==> src/rtl/i2c_wd_pkg.sv <==
package i2c_wd_pkg;

    typedef enum logic [1:0] {
        WD_IDLE    = 2'd0,
        WD_ACTIVE  = 2'd1,
        WD_TRIPPED = 2'd2
    } wd_state_t;

    function automatic int wd_cnt_width(input int limit);
        wd_cnt_width = (limit < 1) ? 1 : $clog2(limit + 1);
    endfunction

endpackage

==> src/rtl/wd_low_timer.sv <==
module wd_low_timer #(
    parameter int LIMIT_CYC = 3625000,
    parameter int CNT_W     = 22
) (
    input  logic clk,
    input  logic rst_n,
    input  logic count_en,
    input  logic line_low,
    output logic expire
);

    localparam logic [CNT_W-1:0] LIM = CNT_W'(LIMIT_CYC);

    logic [CNT_W-1:0] low_cnt;
    logic             at_limit;

    assign at_limit = (low_cnt == LIM);
    assign expire   = count_en && line_low && at_limit;

    always_ff @(posedge clk or negedge rst_n) begin
        if (!rst_n) begin
            low_cnt <= '0;
        end else if (!count_en || !line_low || at_limit) begin
            low_cnt <= '0;
        end else begin
            low_cnt <= low_cnt + 1'b1;
        end
    end

endmodule

==> src/rtl/wd_xfer_fsm.sv <==
module wd_xfer_fsm
    import i2c_wd_pkg::*;
(
    input  logic clk,
    input  logic rst_n,
    input  logic start_evt,
    input  logic stop_evt,
    input  logic expire,
    output logic armed,
    output logic tripped,
    output logic enter_trip
);

    wd_state_t state_q;
    wd_state_t state_d;

    // state register
    always_ff @(posedge clk or negedge rst_n) begin
        if (!rst_n) begin
            state_q <= WD_IDLE;
        end else begin
            state_q <= state_d;
        end
    end

    // transitions: arm, finish, restart, expire, rearm
    always_comb begin
        state_d = state_q;
        unique case (state_q)
            WD_IDLE: begin
                if (start_evt && !stop_evt) state_d = WD_ACTIVE;
            end
            WD_ACTIVE: begin
                if (stop_evt)       state_d = WD_IDLE;
                else if (start_evt) state_d = WD_ACTIVE;
                else if (expire)    state_d = WD_TRIPPED;
            end
            WD_TRIPPED: begin
                if (start_evt) state_d = WD_ACTIVE;
            end
            default: state_d = WD_IDLE;
        endcase
    end

    // outputs
    always_comb begin
        armed      = 1'b0;
        tripped    = 1'b0;
        enter_trip = 1'b0;
        unique case (state_q)
            WD_IDLE:    ;
            WD_ACTIVE: begin
                armed      = 1'b1;
                enter_trip = (state_d == WD_TRIPPED);
            end
            WD_TRIPPED: tripped = 1'b1;
            default:    ;
        endcase
    end

endmodule

==> src/rtl/wd_pulse_gen.sv <==
module wd_pulse_gen (
    input  logic clk,
    input  logic rst_n,
    input  logic fire,
    output logic pulse
);

    always_ff @(posedge clk or negedge rst_n) begin
        if (!rst_n) begin
            pulse <= 1'b0;
        end else begin
            pulse <= fire;
        end
    end

endmodule

==> src/rtl/i2c_stall_watchdog.sv <==
module i2c_stall_watchdog
    import i2c_wd_pkg::*;
#(
    parameter int LIMIT_CYC = 3625000
) (
    input  logic clk,
    input  logic rst_n,
    input  logic enable,
    input  logic scl_in,
    input  logic sda_in,
    input  logic start_evt,
    input  logic stop_evt,
    output logic xfer_active,
    output logic tgt_reset,
    output logic sda_release
);

    localparam int CNT_W = wd_cnt_width(LIMIT_CYC);

    logic line_low;
    logic count_en;
    logic expire;
    logic enter_trip;

    assign line_low = !scl_in || !sda_in;
    assign count_en = xfer_active && enable && !start_evt && !stop_evt;

    wd_low_timer #(
        .LIMIT_CYC (LIMIT_CYC),
        .CNT_W     (CNT_W)
    ) u_timer (
        .clk      (clk),
        .rst_n    (rst_n),
        .count_en (count_en),
        .line_low (line_low),
        .expire   (expire)
    );

    wd_xfer_fsm u_fsm (
        .clk        (clk),
        .rst_n      (rst_n),
        .start_evt  (start_evt),
        .stop_evt   (stop_evt),
        .expire     (expire),
        .armed      (xfer_active),
        .tripped    (sda_release),
        .enter_trip (enter_trip)
    );

    wd_pulse_gen u_pulse (
        .clk   (clk),
        .rst_n (rst_n),
        .fire  (enter_trip),
        .pulse (tgt_reset)
    );

endmodule

==> config.mk <==
export PLATFORM = sky130hd
export DESIGN_NAME = i2c_stall_watchdog
export DESIGN_NICKNAME = d
export VERILOG_FILES = /design/src/rtl/i2c_wd_pkg.sv /design/src/rtl/wd_low_timer.sv /design/src/rtl/wd_xfer_fsm.sv /design/src/rtl/wd_pulse_gen.sv /design/src/rtl/i2c_stall_watchdog.sv
export SDC_FILE = /design/constraint.sdc
export NUM_CORES = 1
export LEC_CHECK = 0
export ABC_AREA = 0
export ABC_CLOCK_PERIOD_IN_PS = 1600
export BUFFER_PORTS_ARGS = -buffer_cell sky130_fd_sc_hd__clkbuf_2
export CELL_PAD_IN_SITES_DETAIL_PLACEMENT = 1
export CELL_PAD_IN_SITES_GLOBAL_PLACEMENT = 1
export CORE_UTILIZATION = 41
export DETAILED_ROUTE_END_ITERATION = 12
export GPL_TIMING_DRIVEN = 0
export PLACE_DENSITY_LB_ADDON = 0.1
export SLEW_MARGIN = 20
export SYNTH_ARGS = -nofsm -noshare
export SYNTH_HDL_FRONTEND = slang
export SYNTH_SLANG_ARGS = --single-unit
==> constraint.sdc <==
create_clock -name clk -period 1.6 [get_ports clk]
set_input_delay 0.16 -clock clk [delete_from_list [all_inputs] [get_ports clk]]
set_output_delay 0.16 -clock clk [all_outputs]
set_load 0.02 [all_outputs]
# --- Word-level counts from Yosys, hierarchy flattened ---
# Cells that the tools add are included.
classes:
  add_sub_neg: 1
  mul: 0
  n_div: 0
  order_cmp: 0
  n_eq_ne: 4
  shifts: 0
  muxes: 10
  bitwise: 0
  n_reduce_logical: 16
op_table:
  columns: ["cell", "n"]
  rows:
  - ["22-bit by 1-bit adder with 22-bit output, second input constant", 1]
  - ["22-bit equality test, second input constant", 1]
  - ["22-bit 2-to-1 mux", 1]
  - ["2-bit 2-to-1 mux", 5]
  - ["1-bit logical AND", 6]
  - ["1-bit zero test", 6]
  - ["2-bit case mux with 3 select lines", 1]
  - ["2-bit equality test, second input constant", 2]
  - ["1-bit logical OR", 3]
  - ["1-bit 2-to-1 mux", 3]
  - ["2-bit by 1-bit equality test with 1-bit output, second input constant", 1]
  - ["2-bit zero test", 1]
word_totals:
  register_bits: 25
  latch_bits: 0
  ramBits: 0
  mem_bits_ro: 0
  out_inout_bits: 3
  wordCells: 34
  mem_count: 0

# --- Longest topological paths before layout ---
depth:
  word_depth: 13
  depth_mapped: 7

# --- By module ---
# A second synthesis with hierarchy kept.
hier_totals:
  hier_cells: 139
  hier_area_um2: 1291.2
modules_own_cells:
  columns: ["module", "instances", "cells_each", "area_per_inst_um2"]
  rows:
  - ["wd_low_timer", 1, 125, 1136.1]
  - ["wd_xfer_fsm", 1, 11, 113.9]
  - ["wd_pulse_gen", 1, 1, 25.0]
  - ["i2c_stall_watchdog", 1, 2, 16.3]

# --- Worst setup path before layout ---
# OpenSTA, ideal clock, no wires.
synth_timing:
  kind: "reg-to-reg"
  from: "register u_timer.low_cnt[0]"
  to: "register u_timer.low_cnt[10]"
  setup_ns: 0.132
  arrival_time_ns: 1.454
  required_time_ns: 1.468
  setup_slack_ns: 0.014
  stages_incl_launch_ff: 8
  path_buffers: 1
  synth_period_minus_slack_ns: 1.586
  path_cell_list: "dfrtp_1 > inv_1 > ha_1 > and4b_1 > nand3_1 > o21ai_2 > clkbuf_1 > nor2_1"
synth_via:
  elab_chain_cells: 3
synth_rtl:
  columns: ["element", "line_no", "rtl"]
  rows:
  - ["start, declared", "wd_low_timer.sv:14", "logic [CNT_W-1:0] low_cnt;"]
  - ["start signal, assigned", "wd_low_timer.sv:26", "low_cnt <= low_cnt + 1'b1;"]
  - ["branches (longest 2 deep; another with 22-bit by 1-bit adder with 22-bit output)", null, null]
  - ["22-bit 2-to-1 mux (*)", "wd_low_timer.sv:23", "end else if (!count_en || !line_low || at_limit) begin"]
# Every way passes the cells marked *.

# --- Worst setup path after layout ---
layout_timing:
  from: "register u_timer.low_cnt[11]"
  to: "register u_fsm.state_q[0]"
layout_via:
  elab_chain_cells: 6
layout_rtl:
  columns: ["element", "line_no", "rtl"]
  rows:
  - ["22-bit equality test", "wd_low_timer.sv:17", "assign at_limit = (low_cnt == LIM);"]
  - ["1-bit logical AND", "wd_low_timer.sv:18", "assign expire = count_en && line_low && at_limit;"]
  - ["2-bit 2-to-1 mux", "wd_xfer_fsm.sv:36", "else if (expire) state_d = WD_TRIPPED;"]
  - ["2-bit 2-to-1 mux", "wd_xfer_fsm.sv:35", "else if (start_evt) state_d = WD_ACTIVE;"]
  - ["2-bit 2-to-1 mux", "wd_xfer_fsm.sv:34", "if (stop_evt) state_d = WD_IDLE;"]
  - ["2-bit case mux with 3 select lines", "wd_xfer_fsm.sv:29", "unique case (state_q)"]
  - ["via u_fsm.state_d[0]", "wd_xfer_fsm.sv:15", "wd_state_t state_d;"]
  - ["end signal, assigned", "wd_xfer_fsm.sv:22", "state_q <= state_d;"]
  - ["end, declared", "wd_xfer_fsm.sv:14", "wd_state_t state_q;"]
# The timed path passes the listed nets, and every way through them passes these cells.

==> impl_metrics.ini <==
[sta]
skew_ps = 5.18
slew_violations = 0
fin_ws_ps = -131
worst_pin_slew_ps = 646
rsz0062_at_grt = yes
post-route-period-util_pct = 108
fmax_ghz = 0.578
slew_headroom_pct = 56.9
finalHoldViolations = 0
min_period_ps = 1730
setup_viol = 24

[power_and_ir_drop]
ir_worst_vdd_mv = 0.352
leakagePower_nw = 0.738
powerDensity_mw_per_mm2 = 558

[synthesis]
yosys.area.top_type = dfrtp_1
synthTopCellsByCount = 25 x dfrtp_1, 19 x nor2_1, 11 x xor2_1
synth.top_cell.area_share_pct = 47.2
synth_mux_area_share_pct = 0.755
ys_seq_elements = 25
synth_most_common_cell = dfrtp_1
synth_fp_nets = 143
synthFlopType = dfrtp_1
synth_adder_area_share_pct = 1.89
synth_edf_count = 0
synth_area_per_cell_sq_um = 9.90
ys_types = 39
synth-xor-area-share_pct = 9.25
ys_async_sr_fraction_pct = 100
synth_top_family_by_area = simple AND/OR/NAND/NOR gates
synthCells = 134
synth.yosys.seq_area_share_pct = 47.2
synth_compound_area_share_pct = 7.83
syn-cell-area_sq_mm = 0.00133
synth_warnings = 0
synthSimpleGateAreaFrac_pct = 29.9
ys_top_cells_by_area = dfrtp_1 47%, xor2_1 7.3%, nor2_1 5.4%

[detailed_routing]
ant_nets = 0
via_per_inst = 5.57
first_pass_iters = 4
routedWlPerCell_um = 17.6
via_count = 1220
remaining_drc_errors = 0
routed_wl_um = 3850
drt_iter0_markers = 63

[worst_setup_path]
critical_path_class = flop to flop
cpPeakStageDelay_ps = 440
crit_required_ps = 1830
crit_path_top_delay_cell = dfrtp_1
crit_path_frequent_cell = buf_4
crit_path_end_kind = flop
cp-start-kind = flop
critPathBufInv = 3
crit_chain = buf_4 -> nor3_1 -> nand4_1 -> buf_4 -> buf_4 -> a2111oi_2 -> o21ai_1
path_max_fanout = 4
cp_data_arrival_time_ps = 1960
cp_top_family = buffers and inverters

[global_routing]
track_usage_pct = 23.9
grt_antenna_before_repair = 0
grt_max_degree = 26
grt_overflow_total = 0
grtUsageMet3_pct = 2.20
grtUsageMet1_pct = 29.4
met2_usage_pct = 42.7
grt_pass1_wl_um = 6060
grt_pass1_vias = 1283
gr-max-usage-layer = met2

[clock_network]
htreeDepth = 1
clock_sinks = 25
clockBufferDepth = 2
tritoncts = built
clk_pin_slew_ps = 140
root_buffer = clkbuf_4
cts_buffers = 3
clk_latency_ps = 340

[floorplanning]
io_pins = 10
initial_core_util_pct = 43.4
coreArea_sq_mm = 0.00305
dieWidth_um = 58.9
rows = 20
die_h_um = 58.9
die_area_sq_mm = 0.00347

[place]
portBuffers = 9
dp_hpwl_um = 2220
gp_congestion = 0.775
dpl-instance-area_sq_mm = 0.00143

[layout]
syn_to_final_growth_pct = 36.1
drive_gt1_share_pct = 42.9
nFillCells = 354
stdcell_area_sq_mm = 0.00181
utilization_pct = 59.1
nets = 185
num_antenna_cells = 0

[outcome]
status = finished with violations
violations = negative setup slack

[job]
cap_violations = 0

[min_path]
min_path_type = input port to flop
-- where the power goes --
part | internal [mW] | leakage [nW] | switching (mW) | total [mW]
clock network | 0.0982 | 0.0150 | 0.210 | 0.308
logic | 0.0258 | 0.382 | 0.0371 | 0.0629
registers | 0.635 | 0.341 | 0.00249 | 0.637
-- through the flow --
step	TNS [ps]	hold WS, ps	std cells	worst slack [ps]	total power, mW
final	-1890	91.7	219	-131	1.01
after global routing	-3910	84.4	219	-214	1.04
after CTS	-922	88.6	213	-113	0.999
after detailed placement	-4900	212	187	-361	0.692
after global placement	-4430	204	187	-350	0.690
after floorplan	0	-136	134	14.0	0.664
-- worst paths after layout --
kind,endpoint,cells after the start,start,slack (ps)
hold reg to reg,u_timer.low_cnt[21],2,u_timer.low_cnt[21],560
min in group asynchronous,u_timer.low_cnt[12],2,rst_n,350
hold / removal,u_fsm.state_q[1],2,start_evt,90
setup reg to reg,u_fsm.state_q[0],7,u_timer.low_cnt[11],-130
max in group asynchronous,u_timer.low_cnt[5],2,rst_n,790
setup / recovery,u_fsm.state_q[0],7,u_timer.low_cnt[11],-130
-- layout by cell type (no fill, tap or decap), drive strengths merged, types with 5 or more instances in the layout --
master / netlist / final
buf: 3 / 31
dfrtp: 25 / 25
nor2: 19 / 19
clkbuf: 1 / 13
xor2: 11 / 11
nand3: 9 / 9
nand4: 9 / 9
o21ai: 8 / 8
or3: 6 / 6
nand2: 5 / 5
a21oi: 5 / 5
-- timing repair --
action                                 4_1_cts  5_1_grt
endpoints found under the hold margin       25        0
pin swaps                                   10       11
setup buffers                               21        7
hold buffers                                 1        0
cloned                                       1        0
setup endpoints to repair                   25       25
gates resized for setup                     23       17
-- cell type report --
type / instances / area [sq um] / share of cell area (%)
plain buffers: 3 / 33.8 / 1.87
clock buffers: 4 / 26.3 / 1.46
inverters: 4 / 15.0 / 0.832
multi-input cells: 101 / 772 / 42.8
flip-flops and latches: 25 / 631 / 34.9
well taps: 44 / 55.1 / 3.05
repair buffers: 38 / 273 / 15.1
-- sequential cells by signal, indices dropped and copies added, names as in the netlist --
register         flops
u_fsm.state_q        2
u_pulse.pulse        1
u_timer.low_cnt     22
-- cells by family after synthesis --
logic type	after synthesis
multiplexers	1
AO/OA/AOI/OAI	17
AND/OR/NAND/NOR	67
XOR/XNOR	14
buffers and inverters	8
adder cells (fa/ha/maj)	2
flip-flops	25
-- layer usage --
layer  wire length, um  share of wire [%]  vias up
met4                72                1.9        0
met3               101                2.6        7
met2              2040                 53       29
met1              1630                 42      620
met5                 0                  0        -
li1                  -                  -      564
(Power assumes the default switching activity.)
